$ cat config.mk
export PLATFORM = sky130hd
export DESIGN_NAME = pc_irq_unit
export DESIGN_NICKNAME = d
export VERILOG_FILES = /design/src/rtl/pc_irq_unit.sv
export SDC_FILE = /design/constraint.sdc
export NUM_CORES = 1
export LEC_CHECK = 0
export BUFFER_PORTS_ARGS = -buffer_cell sky130_fd_sc_hd__buf_2
export CAP_MARGIN = 15
export CORE_MARGIN = 5
export CORE_UTILIZATION = 38
export CTS_CLUSTER_DIAMETER = 100
export DETAILED_ROUTE_END_ITERATION = 8
export HOLD_SLACK_MARGIN = 0.15
export PLACE_DENSITY_LB_ADDON = 0.1
export SYNTH_ARGS = -nofsm -noshare
export SYNTH_HDL_FRONTEND = slang
export SYNTH_SLANG_ARGS = --single-unit
$ cat constraint.sdc
create_clock -name clk -period 4.35 [get_ports clk]
set_input_delay 0.2175 -clock clk [delete_from_list [all_inputs] [get_ports clk]]
set_output_delay 0.2175 -clock clk [all_outputs]
set_load 0.05 [all_outputs]
$ cat src/rtl/pc_irq_unit.sv
module pc_irq_unit #(
  parameter int W = 16,
  parameter int INSTR_WORDS = 2,
  parameter logic [W-1:0] SP_INIT = 16'h0100
) (
  input  logic         clk,
  input  logic         rst_n,
  input  logic         step,
  input  logic         is_cf,
  input  logic         cf_j,
  input  logic         cf_s,
  input  logic         cf_p,
  input  logic         cf_i,
  input  logic [1:0]   cf_tt,
  input  logic [W-1:0] opnd,
  input  logic [W-1:0] stk_rdata,
  input  logic         hw_irq,
  output logic [W-1:0] pc,
  output logic [W-1:0] sp,
  output logic         irq_en,
  output logic         push_en,
  output logic [W-1:0] push_addr,
  output logic [W-1:0] push_data,
  output logic         pop_en,
  output logic [W-1:0] pop_addr
);
  localparam logic [W-1:0] ONE  = W'(1);
  localparam logic [W-1:0] INCR = W'(INSTR_WORDS);

  logic [W-1:0] pc_q, sp_q, sp_mid, val, tgt;
  logic         en_q, take_hw, do_cf, swi;

  assign take_hw = step && hw_irq && en_q;
  assign do_cf   = step && is_cf && !take_hw;
  assign swi     = do_cf && cf_i && en_q;

  assign pop_en   = do_cf && cf_p && !swi;
  assign pop_addr = sp_q;
  assign sp_mid   = pop_en ? sp_q + ONE : sp_q;

  assign push_en   = take_hw || (do_cf && cf_s);
  assign push_addr = sp_mid - ONE;
  assign push_data = take_hw ? pc_q : pc_q + INCR;

  assign val = pop_en ? stk_rdata : opnd;
  assign tgt = swi ? '0 : (cf_j ? pc_q + val : val);

  always_ff @(posedge clk) begin
    if (!rst_n) begin
      pc_q <= '0;
      sp_q <= SP_INIT;
      en_q <= 1'b0;
    end else if (step) begin
      sp_q <= push_en ? sp_mid - ONE : sp_mid;
      if (take_hw)
        pc_q <= '0;
      else if (do_cf) begin
        pc_q <= tgt;
        if (cf_tt[1]) en_q <= cf_tt[0];
      end else
        pc_q <= pc_q + INCR;
    end
  end

  assign pc     = pc_q;
  assign sp     = sp_q;
  assign irq_en = en_q;
endmodule

* Word-level counts from Yosys, hierarchy flattened
Index checks and enable logic that the tools add are counted.
** Word-level totals
- Bits of input ports :: 43
- Register bits after elaboration :: 33
- Output and inout bits :: 83
** Operators by class
- Bitwise logic cells :: 1
- Add/sub/neg operators :: 4
- Mux-type cells :: 8
- Reductions and logical operators :: 13
** Operator list (number)
- 16-bit two-way mux :: 8
- 16-bit by 1-bit adder with 16-bit output (second input constant) :: 1
- 16-bit adder :: 1
- 16-bit by 2-bit adder with 16-bit output (second input constant) :: 1
- 16-bit by 1-bit subtractor with 16-bit output (second input constant) :: 1
- 1-bit logical AND :: 9
- 4-bit AND reduction :: 1
- 1-bit zero test :: 2
- 1-bit logical OR :: 1
- 1-bit NOT :: 1

* Logic depth before layout (Yosys ltp)
- Depth after elaboration :: 14
- Depth in mapped cells :: 14
- Depth with buffers taken out :: 12

* Least setup slack after synthesis
No wires, ideal clock.
- Kind :: reg2reg
- From :: reg en_q (netlist: irq_en)
- To :: reg sp_q[4] (netlist: pop_addr[4])
- Buffers on the path :: 2
- Data required time :: 4289 ps
- Period minus slack after synthesis :: 4619 ps
- Stages on the path, launching flop included :: 12
- Slack :: -269 ps
- Arrival :: 4558 ps
- Cell sequence :: dfxtp_1 clkbuf_1 o21ai_0 nand3_2 clkbuf_1 xor2_1 ha_1 nand2_1 o31ai_2 a211oi_1 xor2_1 o211a_1
** On the way
- Word-level cells in the longest chain between the ends :: 10
- Elaborated cells on any way between the ends :: 13
** Ends and longest elaborated chain
- start, declared :: line 31 : logic en_q, take_hw, do_cf, swi;
- start signal, assigned :: line 59 : if (cf_tt[1]) en_q <= cf_tt[0];
- 1-bit logical AND :: line 33 : assign take_hw = step && hw_irq && en_q;
- 1-bit zero test :: line 34 : assign do_cf = step && is_cf && !take_hw;
- 1-bit logical AND :: line 34
- 1-bit logical AND (2 in series) :: line 35 : assign swi = do_cf && cf_i && en_q;
- 1-bit zero test :: line 37 : assign pop_en = do_cf && cf_p && !swi;
- 1-bit logical AND (*) :: line 37
- 16-bit two-way mux (*) :: line 39 : assign sp_mid = pop_en ? sp_q + ONE : sp_q;
- 16-bit by 1-bit subtractor with 16-bit output (*)
- named net push_addr[4] :: line 22 : output logic [W-1:0] push_addr,
- 16-bit two-way mux (*) :: line 54 : sp_q <= push_en ? sp_mid - ONE : sp_mid;
- end signal, assigned :: line 54
- end, declared :: line 30 : logic [W-1:0] pc_q, sp_q, sp_mid, val, tgt;
Mark *: on every way through the listed nets, which the timed path passes. The rest lies on a longest branch.
A chain may end at the register's enable or synchronous reset.

* Worst setup path after layout
- From :: reg en_q (netlist: irq_en)
- To :: out push_addr[12]
** On the way
- Word-level cells in the longest chain between the ends :: 9
- Elaborated cells on any way between the ends :: 10
** Ends and longest elaborated chain
- 1-bit logical AND :: line 33
- 1-bit zero test :: line 34
- 1-bit logical AND :: line 34
- 1-bit logical AND (2 in series) :: line 35
- 1-bit zero test :: line 37
- 1-bit logical AND (*) :: line 37
- 16-bit two-way mux (*) :: line 39
- 16-bit by 1-bit subtractor with 16-bit output (*) :: line 42 : assign push_addr = sp_mid - ONE;
- end, declared :: line 22
Mark *: on every way between the ends. The rest lies on a longest branch, timed or not.

==> impl_metrics.json <==
{
  "crit_path_start": "irq_en$_SDFFE_PN0P_",
  "gr-total-overflow": 0,
  "grt_usage_pct": 20.5,
  "total_power_mw": 1.26,
  "worst_slack_ns": 0.741,
  "drv_slew": 0,
  "leakage_nw": 2.20,
  "fin_nets": 676,
  "cp-end-kind": "output pin",
  "grt_max_degree": 22,
  "rr_startpoint": "irq_en$_SDFFE_PN0P_",
  "grt_antenna_before_repair": 0,
  "worst_skew_pair.late_latency_ns": 0.30,
  "gp_congestion": 0.859,
  "synth_nets": 584,
  "synth_mux_area_share_pct": 8.60,
  "synth-edff-count": 0,
  "fillers": 1125,
  "clk_path_buf_depth": 2,
  "dp_cells": 744,
  "ir_drop_mv": 0.150,
  "tightest_slew_ns": 0.945,
  "area_growth_pct": 15.9,
  "synth_ff_type": "dfxtp_1",
  "synth_seq_cells": 33,
  "synthAdderAreaFrac_pct": 6.87,
  "crit_path_start_kind": "register",
  "post_cts_resized": 0,
  "period_share_pct": 83.0,
  "drive_gt1_share_pct": 28.6,
  "dieArea_um2": 13000,
  "post_cts_buffers": 0,
  "final_cells": 751,
  "synth_commonest_cells": "nand2_1, nor2_1, dfxtp_1",
  "synth_compound_area_share_pct": 22.1,
  "min_from": "cf_tt[0]",
  "io_pins": 126,
  "clockRootBuffer": "clkbuf_8",
  "start_util_pct": 38.3,
  "yosys-top-cells-area": "dfxtp_1, xor2_1, ha_1, xnor2_1, mux2_2",
  "tns_ns": 0,
  "synth_top_family_by_area": "simple AND/OR/NAND/NOR gates",
  "drt_drc_violations_left": 0,
  "power_density_nw_per_um2": 265,
  "cap_viol_max_count": 0,
  "io_buffers": 125,
  "drt_iter0_drc": 217,
  "cts_made_buffers": 5,
  "core_area_um2": 10700,
  "syn_inst": 519,
  "vias_per_cell": 5.62,
  "ys_warn_count": 0,
  "cp_data_required_time_ns": 4.13,
  "cts_tree": "yes",
  "yosysTopAreaCell": "dfxtp_1",
  "hold_viol": 0,
  "fp.dieW_um": 114,
  "rsz0062_at_grt": "no",
  "synth.most_common_cell": "nand2_1",
  "antenna_cells": 0,
  "grt_pass1_wl_um": 21400,
  "fmax_mhz": 277,
  "postCtsHoldBufs": 0,
  "yosysUniqueCellTypes": 78,
  "synth_xor_area_share_pct": 12.5,
  "synth-simple-area-share_pct": 25.9,
  "seq_area_um2": 661,
  "synth_seq_area_share_pct": 16.0,
  "whs_ns": 0.163,
  "row_count": 38,
  "setup_viol": 0,
  "yosysTopAreaCellShare_pct": 16.0,
  "ant_nets": 0,
  "clk_pin_slew_ns": 0.08,
  "relSlewSlack_pct": 36.8,
  "post-dp-hpwl_um": 10200,
  "cts.sinks": 33,
  "vias": 4221,
  "die_h_um": 114,
  "postSynth.asyncResetShare_pct": 0,
  "crit_path_max_fanout": 13,
  "grt_pass1_vias": 4082,
  "hold_class": "input pin to register",
  "first_pass_iters": 4,
  "syn_avg_cell_area_um2": 7.94,
  "fin_crit_ns": 3.61,
  "totalWireLength_um": 13500,
  "status": "finished clean",
  "cp.arrival_ns": 3.39,
  "skew_ns": 0.00522,
  "multi_input_area_um2": 3140,
  "synth_area_um2": 4120,
  "route.detailed.wl_per_inst_um": 18.0,
  "setup.worst_path.class": "register to output pin",
  "htreeDepth": 2,
  "preCtsSetupSlack_ns": 0.842
}
## area by class of cell
class                           instances  share of cell area [%]
Multi-Input combinational cell        428                    65.8
Timing Repair Buffer                  130                    13.9
Sequential cell                        33                    13.8
Tap cell                              140                    3.67
Clock buffer                            7                    1.81
Inverter                               13                    1.02
## cells by family after synthesis
kind of cell | Yosys count
adder cells (fa/ha/maj) | 22
XOR/XNOR | 59
buffers and inverters | 58
AO/OA/AOI/OAI | 123
flip-flops | 33
multiplexers | 33
AND/OR/NAND/NOR | 191
## stage by stage
stage / instance area (µm²) / utilization, %
final: 4770 / 44.4
after global routing: 4770 / 44.4
after CTS: 4770 / 44.4
after detailed placement: 4690 / 43.6
after global placement: 4690 / 43.6
after floorplan: 4130 / -
## report_power, final
part / internal, mW / switching (mW) / leakage, nW
combinational: 0.195 / 0.451 / 1.89
sequential: 0.319 / 0.0392 / 0.269
clock: 0.126 / 0.132 / 0.0443
total: 0.640 / 0.622 / 2.20
## worst paths after layout
check / end / slack [ns] / cells after the start
max: push_addr[12] / 0.74 / 12
min: irq_en$_SDFFE_PN0P_ / 0.16 / 3
max reg2reg: pc[15]$_SDFFE_PN0P_ / 0.91 / 11
min reg2reg: pc[0]$_SDFFE_PN0P_ / 0.53 / 2
## layout by cell type (no fill, tap or decap), types with 5 or more instances in the layout
cell and instances:
nor2_1 36, clkbuf_8 6, buf_4 5, o21a_1 6
o22ai_1 5, and3_1 10, nand2_1 45, nand3_1 24
nor3_1 16, o21ai_0 18, a31oi_1 7, xor2_1 30
a211oi_1 5, nand2b_1 5, buf_2 125, nand4_1 12
nor3b_1 6, xnor2_1 28, ha_1 21, a21oi_1 22
inv_1 12, dfxtp_1 33, mux2i_1 14, a21o_1 12
mux2_2 18, and2_1 5
## sequential cells by signal (all words and copies together), names as in the netlist
name      count
pop_addr     16
irq_en        1
pc           16
## metal layers
layer / GRT usage (%) / part of all wire, %
met1: 26.1 / 43
met2: 36.3 / 50
met3: 2.64 / 5.9
met4: 5.46 / 1.4
met5: 0 / 0
## worst max-delay path, cell delays in order (launching register included)
cell and delay (ns):
dfxtp_1 0.46, o21ai_0 0.19, nand3_2 0.30, buf_4 0.26, mux2i_1 0.26, ha_1 0.25
nor2b_1 0.14, o21ai_0 0.14, o31ai_2 0.10, o2111ai_1 0.26, nor3_1 0.30, xnor2_1 0.15
buf_2 0.28
Power figures use the tool's default switching activity.
